**config.mk**
```make
export PLATFORM = sky130hd
export DESIGN_NAME = dbl_to_i32_wrap
export DESIGN_NICKNAME = d
export VERILOG_FILES = /design/src/rtl/d2i_pkg.sv /design/src/rtl/d2i_unpack.sv /design/src/rtl/d2i_align.sv /design/src/rtl/d2i_resolve.sv /design/src/rtl/dbl_to_i32_wrap.sv
export SDC_FILE = /design/constraint.sdc
export NUM_CORES = 1
export LEC_CHECK = 0
export ABC_AREA = 1
export BUFFER_PORTS_ARGS = -buffer_cell sky130_fd_sc_hd__buf_2
export CORE_ASPECT_RATIO = 2
export CORE_MARGIN = 10
export CORE_UTILIZATION = 23
export DETAILED_ROUTE_END_ITERATION = 7
export RECOVER_POWER = 50
export SLEW_MARGIN = 25
export SYNTH_ARGS = -nofsm -noshare
export SYNTH_HDL_FRONTEND = slang
export SYNTH_SLANG_ARGS = --single-unit
```
**constraint.sdc**
```tcl
create_clock -name clk -period 4.66 [get_ports clk]
set_input_delay 0.699 -clock clk [delete_from_list [all_inputs] [get_ports clk]]
set_output_delay 0.699 -clock clk [all_outputs]
set_load 0.005 [all_outputs]
```
**src/rtl/d2i_pkg.sv**
```systemverilog
// Shared types for the float-to-integer wrapping converter.
// Assumes nothing beyond SystemVerilog packed types.
package d2i_pkg;

    // Operand classes produced by the unpack stage
    typedef enum logic [2:0] {
        CLS_ZERO,
        CLS_SUBN,
        CLS_NORM,
        CLS_INF,
        CLS_NAN
    } fp_class_e;

    // Conversion status bundled for the output register
    typedef struct packed {
        logic invalid;
        logic inexact;
        logic exact;
    } cvt_flags_t;

endpackage

```
**src/rtl/d2i_unpack.sv**
```systemverilog
// Splits a binary floating-point operand into sign, exponent and fraction
// and classifies it. Assumes the sign is in the top bit and the fraction
// is in the low FRAC_W bits. Purely combinational.
module d2i_unpack
    import d2i_pkg::*;
#(
    parameter int EXP_W  = 11,
    parameter int FRAC_W = 52
) (
    input  logic [EXP_W+FRAC_W:0] op,
    output logic                  sign,
    output logic [EXP_W-1:0]      exp_f,
    output logic [FRAC_W-1:0]     frac_f,
    output fp_class_e             cls
);

    assign sign   = op[EXP_W+FRAC_W];
    assign exp_f  = op[EXP_W+FRAC_W-1:FRAC_W];
    assign frac_f = op[FRAC_W-1:0];

    // Classify from the exponent extremes and the fraction
    always_comb begin
        if (&exp_f) begin
            cls = (|frac_f) ? CLS_NAN : CLS_INF;
        end else if (exp_f == '0) begin
            cls = (|frac_f) ? CLS_SUBN : CLS_ZERO;
        end else begin
            cls = CLS_NORM;
        end
    end

endmodule

```
**src/rtl/d2i_align.sv**
```systemverilog
// Aligns the significand of a normal operand so that its integer part
// lands in the low bits, and reports lost fraction and range fit.
// Assumes a normal operand. Exponents below the bias and at or above
// bias+FRAC_W+INT_W are flagged instead of shifted, so the shifter
// never exceeds FRAC_W+1+INT_W bits. Requires INT_W >= 2.
module d2i_align #(
    parameter int EXP_W  = 11,
    parameter int FRAC_W = 52,
    parameter int INT_W  = 32
) (
    input  logic [EXP_W-1:0]  exp_f,
    input  logic [FRAC_W-1:0] frac_f,
    output logic              below,
    output logic              huge,
    output logic [INT_W-1:0]  mag,
    output logic              lost,
    output logic              fit_pos,
    output logic              fit_neg
);

    localparam int BIAS   = (1 << (EXP_W - 1)) - 1;
    localparam int SPAN   = FRAC_W + INT_W;
    localparam int HUGE_E = BIAS + SPAN;
    localparam int ACC_W  = FRAC_W + 1 + INT_W;
    localparam int SH_W   = $clog2(SPAN + 1);

    logic [31:0]        exp_x;
    logic [SH_W-1:0]    sh;
    logic [ACC_W-1:0]   acc;
    logic [ACC_W-1:0]   ipart;
    logic [ACC_W-1:0]   low_mask;
    logic [FRAC_W:0]    upper;

    assign exp_x = 32'(exp_f);

    // Range gates that keep the shifter bounded
    assign below = exp_x < 32'(BIAS);
    assign huge  = exp_x >= 32'(HUGE_E);

    // Right-shift distance from the scaled significand to the integer part
    assign sh = SH_W'(HUGE_E) - SH_W'(exp_f);

    // Significand with hidden one, pre-scaled by 2^INT_W
    assign acc      = {1'b1, frac_f, {INT_W{1'b0}}};
    assign ipart    = acc >> sh;
    assign low_mask = ~({ACC_W{1'b1}} << sh);

    // Fraction bits dropped by truncation
    assign lost = |(acc & low_mask);

    assign mag   = ipart[INT_W-1:0];
    assign upper = ipart[ACC_W-1:INT_W];

    // Signed-range fit for each sign; negative side admits 2^(INT_W-1)
    assign fit_pos = (upper == '0) && !ipart[INT_W-1];
    assign fit_neg = (upper == '0) && (!ipart[INT_W-1] || (ipart[INT_W-2:0] == '0));

endmodule

```
**src/rtl/d2i_resolve.sv**
```systemverilog
// Chooses the final integer and the status flags from the operand class
// and the alignment results, and applies two's-complement negation after
// the magnitude has already been wrapped to INT_W bits. Combinational.
module d2i_resolve
    import d2i_pkg::*;
#(
    parameter int INT_W = 32
) (
    input  fp_class_e         cls,
    input  logic              sign,
    input  logic              below,
    input  logic              huge,
    input  logic [INT_W-1:0]  mag,
    input  logic              lost,
    input  logic              fit_pos,
    input  logic              fit_neg,
    output logic [INT_W-1:0]  result,
    output cvt_flags_t        flags
);

    logic             fits;
    logic [INT_W-1:0] signed_mag;

    assign fits       = sign ? fit_neg : fit_pos;
    assign signed_mag = sign ? (~mag + INT_W'(1)) : mag;

    // Per-class selection of result and status
    always_comb begin
        result = '0;
        flags  = '0;
        unique case (cls)
            CLS_NAN, CLS_INF: flags.invalid = 1'b1;
            CLS_ZERO:         flags.exact   = 1'b1;
            CLS_SUBN:         flags.inexact = 1'b1;
            default: begin
                if (below) begin
                    flags.inexact = 1'b1;
                end else if (huge) begin
                    flags.invalid = 1'b1;
                end else begin
                    result = signed_mag;
                    if (fits) begin
                        flags.inexact = lost;
                        flags.exact   = !lost;
                    end else begin
                        flags.invalid = 1'b1;
                    end
                end
            end
        endcase
    end

endmodule

```
**src/rtl/dbl_to_i32_wrap.sv**
```systemverilog
// Floating-point to signed integer converter with truncation toward zero
// and modulo-2^INT_W wraparound. One register stage, synchronous
// active-low reset. Assumes EXP_W >= 2 and INT_W >= 2.
module dbl_to_i32_wrap
    import d2i_pkg::*;
#(
    parameter int EXP_W  = 11,
    parameter int FRAC_W = 52,
    parameter int INT_W  = 32
) (
    input  logic                  clk,
    input  logic                  rst_n,
    input  logic                  in_valid,
    input  logic [EXP_W+FRAC_W:0] in_operand,
    output logic                  out_valid,
    output logic [INT_W-1:0]      out_result,
    output logic [3:0]            out_nzcv,
    output logic                  out_invalid,
    output logic                  out_inexact
);

    logic              sign;
    logic [EXP_W-1:0]  exp_f;
    logic [FRAC_W-1:0] frac_f;
    fp_class_e         cls;
    logic              below;
    logic              huge;
    logic [INT_W-1:0]  mag;
    logic              lost;
    logic              fit_pos;
    logic              fit_neg;
    logic [INT_W-1:0]  result_d;
    cvt_flags_t        flags_d;
    cvt_flags_t        flags_q;

    d2i_unpack #(.EXP_W(EXP_W), .FRAC_W(FRAC_W)) u_unpack (
        .op     (in_operand),
        .sign   (sign),
        .exp_f  (exp_f),
        .frac_f (frac_f),
        .cls    (cls)
    );

    d2i_align #(.EXP_W(EXP_W), .FRAC_W(FRAC_W), .INT_W(INT_W)) u_align (
        .exp_f   (exp_f),
        .frac_f  (frac_f),
        .below   (below),
        .huge    (huge),
        .mag     (mag),
        .lost    (lost),
        .fit_pos (fit_pos),
        .fit_neg (fit_neg)
    );

    d2i_resolve #(.INT_W(INT_W)) u_resolve (
        .cls     (cls),
        .sign    (sign),
        .below   (below),
        .huge    (huge),
        .mag     (mag),
        .lost    (lost),
        .fit_pos (fit_pos),
        .fit_neg (fit_neg),
        .result  (result_d),
        .flags   (flags_d)
    );

    // Output strobe follows the input strobe by one cycle
    always_ff @(posedge clk) begin
        if (!rst_n) out_valid <= 1'b0;
        else        out_valid <= in_valid;
    end

    // Capture result and flags only for accepted operands
    always_ff @(posedge clk) begin
        if (!rst_n) begin
            out_result <= '0;
            flags_q    <= '0;
        end else if (in_valid) begin
            out_result <= result_d;
            flags_q    <= flags_d;
        end
    end

    assign out_nzcv    = {1'b0, flags_q.exact, 2'b00};
    assign out_invalid = flags_q.invalid;
    assign out_inexact = flags_q.inexact;

endmodule

```
==> results_dict.tcl, run 1 <==
set metrics [dict create \
    status "complete, no violations" \
    syn2layout_area_growth_pct 13.8 \
    setup_violations 0 \
    drv_cap 0 \
    worstHoldStart "out_result[25]" \
    synth-seq-cells 36 \
    h-tree-depth 2 \
    grt_antenna_before_repair 0 \
    post_cts_resized 0 \
    synth_top_cell_by_area "nand3_1" \
    dieArea_um2 38100 \
    grt_pass1_wl_um 63900 \
    cts_sinks 36 \
    remaining_drc_errors 0 \
    port_buffers 102 \
    syn_area_um2 6980 \
    drt_iter0_drc 1065 \
    ios 106 \
    cp_top_family "simple AND/OR/NAND/NOR gates" \
    ir_drop_v 0.000131 \
    slew_headroom_pct 37.3 \
    fin_skew_ps 0 \
    synth_ff_type "dfxtp_1" \
    fin_setup_tns_ps 0 \
    clock_latency_ps 290 \
    cts.clk_slew.worst_paths_ps 60 \
    rows 90 \
    coreArea_um2 30100 \
    ys_seq_area_share_pct 10.3 \
    wirelength_um 44300 \
    synthSimpleGateAreaFrac_pct 65.4 \
    synthMuxAreaShare_pct 0 \
    path_max_fanout 31 \
    power_density_nw_per_um2 245 \
    cts_setup_buffers 0 \
    critical_path.cell_chain "buf_2 > buf_4 > buf_4 > nand2_1 > nand3_1 > nand3_1 > nand2_1 > o21ai_0 > nand2_1 > nand4_1 > nand2_1 > inv_1 > ha_1 > inv_1 > nor2_2 > nand2_2 > nor2_4 > nand3_1 > nand2_1 > nand3_1 > nand3_1 > a21oi_1" \
    vias 10200 \
    synthArstFlopShare_pct 0 \
    dp_cells 1792 \
    yosysWarnings 0 \
    grt_usage_pct 22.6 \
    endpoint_kind "flip-flop" \
    p_leak_nw 3.68 \
    grt_pass1_vias 10100 \
    slowest_stage "o21ai_0" \
    grt_max_degree 66 \
    ant_nets 0 \
    drv_slew 0 \
    tightestPinTransition_ps 934 \
    gr-total-overflow 0 \
    synth_top_area_share_pct 30.2 \
    yosys-top-cells-area "nand3_1 (30%), nand2_1 (25%), dfxtp_1 (10%), o21ai_0 (4.3%), a21oi_1 (3.9%)" \
    antennaDiodeCount 0 \
    r2r_start "out_result[20]" \
    hpwl_um 36500 \
    hold_violations 0 \
    synth_cells 1380 \
    cts_tree "built" \
    arrival_ps 4010 \
    synth_compound_area_share_pct 12.5 \
    vias_per_cell 5.65 \
    drive_gt1_share_pct 9.78 \
    postCtsHoldBufs 0 \
    synth_most_common_cell "nand2_1" \
    max_stage_delay_ps 460 \
    synthAdderAreaFrac_pct 1.08 \
    power_mw 1.95 \
    numCtsBuffers 5 \
    synth_common_cells "nand2_1 (459), nand3_1 (421), inv_1 (70)" \
    worstPathRequired_ps 4810 \
    synth_edf_count 0 \
    crit_start "in_operand[52]" \
    finalWeightedCongestion 1.14 \
    synth_top_family_by_area "simple AND/OR/NAND/NOR gates" \
    die_h_um 266 \
    holdCritPathClass "reg2reg" \
    path_class "in2reg" \
    routedWlPerCell_um 24.6 \
    yosysUniqueCellTypes 47 \
    rsz0062_at_grt "no" \
    fmax_ghz 0.259 \
    layout.cells.non_filler 1800 \
    post_synth.cell_area_avg_um2 5.06 \
    clk_path_buf_depth 2 \
    die_x_um 143 \
    cts-root-buf "clkbuf_16" \
    finalCritPeriodShare_pct 82.8 \
    drt-pass1-iter-count 6 \
    initial_core_util_pct 23.2 \
    nets 1504 \
    min_period_ps 3860 \
    crit_path_start_kind "input port" \
    r2r_setup_slack_ps 3910 \
    synthXorXnorAreaFrac_pct 0.627 \
    critPathBufInv 5 \
]
-- tightest hold or removal path: cells and delay by family (launching register included) --
kind	cells	cell delay [ps]
DFF	1	310
and+or+nand+nor	1	60
AOI/OAI and AO/OA	1	50
-- kinds of logic (layout without fill, tap and decap cells) --
logic type | Yosys count | in the layout
buf+inv | 163 | 213
fa+ha+maj | 6 | 6
other cells | 1 | 3
compound gates | 151 | 151
simple gates | 1021 | 1021
flops | 36 | 36
xor+xnor | 2 | 2
-- report_power, final --
| part | internal (mW) | total, mW | leakage (nW) | switching, mW |
|---|---|---|---|---|
| Sequential | 0.322 | 0.330 | 0.293 | 0.00822 |
| Clock | 0.251 | 0.388 | 0.0798 | 0.137 |
| Combinational | 0.326 | 1.23 | 3.31 | 0.904 |
-- state kept, by name (all words and copies together) (netlist names) --
signal and cells:
out_invalid 1, out_result 32, out_nzcv 1, out_inexact 1, out_valid 1
-- per-stage QoR --
stage               hold slack [ps]  setup slack, ps  area (µm²)  util [%]
global route                    486              495        7940      26.4
floorplan                       462              727        6990         -
global placement                452              527        7820      26.0
finish                          463              804        7940      26.4
CTS                             464              855        7980      26.6
detailed placement              456              552        7820      26.0
-- per-layer routing --
layer / global-route usage, % / routed length [µm]
met4: 19.4 / 4280
met2: 41.8 / 23300
met3: 2.05 / 2000
met5: 0 / 0
met1: 21.7 / 14700
-- cell type report --
type / count / area [µm²]
multi-input combinational: 1183 / 5570
timing repair buffer: 127 / 731
inverter: 78 / 293
tap: 368 / 460
clock inverter: 3 / 42.5
sequential: 36 / 721
fill: 3542 / 22100
clock buffer: 5 / 125
-- placed cells by master, fill, tap and decap left out, types with 7 or more instances in the layout --
master and n:
clkbuf_1 34, buf_4 19, a21oi_1 55, buf_2 68, nor2_1 67, o21ai_0 60
dfxtp_1 36, inv_1 69, nor4_1 14, nand2_2 7, nand4_1 19, nand3_1 421
nand2_1 459, nor3_1 11
-- worst paths after layout --
check	endpoint	cells past startpoint
worst max-delay path	out_result[24]	22
worst min-delay path	out_result[25]	2
worst max register to register	out_result[20]	2
worst min register to register	out_result[25]	2
Power figures use the tool's default switching activity.
==> inputs of run 2 (changes only) <==
==> constraint.sdc (replaced) <==
create_clock -name clk -period 3.1 [get_ports clk]
set_input_delay 0.465 -clock clk [delete_from_list [all_inputs] [get_ports clk]]
set_output_delay 0.465 -clock clk [all_outputs]
set_load 0.005 [all_outputs]
==> run 2 against run 1 <==
Wire length fell by 2.9%. Critical path depth is 2 lower. Clock-buffer cell count increased by 2. Die area did not move. Largest power group unchanged. Highest routed layer unchanged.
==> results_dict.tcl, run 2 (synthesis gave the netlist of run 1 again) <==
set metrics [dict create \
    coreArea_um2 30100 \
    min_period_ps 2950 \
    crit_start "in_operand[55]" \
    cts.clk_slew.worst_paths_ps 50 \
    path_max_fanout 14 \
    h-tree-depth 2 \
    port_buffers 102 \
    rows 90 \
    p_leak_nw 4.80 \
    vias_per_cell 5.41 \
    clk_path_buf_depth 2 \
    antennaDiodeCount 0 \
    path_class "in2reg" \
    hold_violations 0 \
    ir_drop_v 0.000180 \
    min_path_cells 3 \
    drt-pass1-iter-count 7 \
    worstPathRequired_ps 3270 \
    hold_slack_ps 409 \
    die_h_um 266 \
    slew_headroom_pct 42.8 \
    endpoint "out_inexact" \
    drv_cap 0 \
    holdCritPathClass "in2reg" \
    syn2layout_area_growth_pct 41.1 \
    r2r_setup_slack_ps 2420 \
    drt_iter0_drc 853 \
    numCtsBuffers 5 \
    finalCritPeriodShare_pct 95.1 \
    status "complete, no violations" \
    drv_slew 0 \
    gr-total-overflow 0 \
    post-route-util_pct 32.7 \
    grt_max_degree 45 \
    grt_antenna_before_repair 0 \
    endpoint_kind "flip-flop" \
    dp_cells 2007 \
    cts_sinks 36 \
    setup_violations 0 \
    initial_core_util_pct 23.2 \
    top_register "out_result" \
    fin_setup_tns_ps 0 \
    ios 106 \
    largest_reg_flops 32 \
    remaining_drc_errors 0 \
    tightestPinTransition_ps 853 \
    dieArea_um2 38100 \
    die_x_um 143 \
    regToRegEndpoint "out_invalid" \
    layout_commonest_cell "nand2_1" \
    vias 10900 \
    crit_path_start_kind "input port" \
    cts-root-buf "clkbuf_16" \
    layout.cells.non_filler 2022 \
    fmax_ghz 0.339 \
    clock_latency_ps 280 \
    ant_nets 0 \
    grt_pass1_wl_um 63100 \
    power_density_nw_per_um2 341 \
    arrival_ps 3120 \
    cts_tree "built" \
    rsz0062_at_grt "no" \
    finalWeightedCongestion 1.07 \
    power_mw 3.36 \
    fill_cells 3423 \
    wirelength_um 43000 \
    final_cell_mix "nand2_1 (448), nand3_1 (417), buf_4 (231)" \
    grt_pass1_vias 10900 \
    drive_gt1_share_pct 23.8 \
    hpwl_um 36300 \
    grt_usage_pct 21.7 \
    routedWlPerCell_um 21.3 \
    reg2regPathDepth 2 \
    fin_skew_ps 0 \
    r2r_start "out_invalid" \
    nets 1727 \
]
run 2: cell count changes in the layout (fill, tap and decap cells not counted), moves of 4 or more:
cell / delta
nand2_1: -11
nand2_2: +11
nand3_2: +4
inv_1: -4
nand3_1: -4
buf_4: +212
o21ai_0: -5
buf_12: +7
run 2: repair_timing:
item | in CTS | in global routing
gates resized for setup | 4 | 28
hold buffers | 0 | 0
buffers inserted | 0 | 7
pin swaps | 2 | 8
setup endpoints to repair | 2 | 18
gates cloned | 0 | 1
run 2: where the power goes:
group	switching (mW)	total [mW]	internal (mW)	leakage, nW
clock	0.182	0.518	0.337	0.0760
combinational	1.43	2.35	0.922	4.43
sequential	0.0112	0.496	0.484	0.293
total	1.62	3.36	1.74	4.80
run 2: area by class of cell:
| type | instances | area (µm²) | share of cell area (%) |
|---|---|---|---|
| multi-input cells | 1183 | 5690 | 57.8 |
| repair buffers | 350 | 2520 | 25.6 |
| flip-flops and latches | 36 | 721 | 7.32 |
| well taps | 368 | 460 | 4.68 |
| inverters | 78 | 298 | 3.02 |
| clock buffers | 7 | 153 | 1.55 |
run 2: worst max-delay path, cell delays in order:
cell,delay (ps)
buf_2,100
inv_1,90
ha_4,160
inv_2,50
ha_4,280
buf_12,150
nand2_2,90
buf_6,150
o31ai_4,220
o2111ai_2,150
nor4_2,330
nand3_1,220
nand2_1,100
inv_1,40
nor2_1,110
nand2_2,110
nand3_1,110
nand2_1,50
nand2_1,70
a21oi_2,50
run 2: worst min path at each step:
stage                               from              to  slack (ps)
after global routing               rst_n       out_valid         440
after global placement    out_result[18]  out_result[18]         450
after floorplan              out_invalid     out_invalid         460
after CTS                          rst_n       out_valid         400
final                              rst_n       out_valid         410
after detailed placement  out_result[20]  out_result[20]         450
run 2: layer usage:
metal / part of all wire, % / wire (µm) / vias to the layer above / GRT usage [%]
met5: 0 / 0 / - / 0
met4: 11 / 4520 / 0 / 19.6
met3: 4.2 / 1810 / 183 / 2.12
met2: 52 / 22400 / 483 / 40.4
met1: 33 / 14300 / 5017 / 20.3
li1: - / - / 5253 / -
run 2: per-stage QoR:
| step | setup slack (ps) | instance area (µm²) |
|---|---|---|
| finish | 153 | 9850 |
| global route | 0.340 | 9850 |
| CTS | 44.5 | 9700 |
| detailed placement | -423 | 9530 |
| global placement | -445 | 9530 |
| floorplan | 9.28 | 7100 |
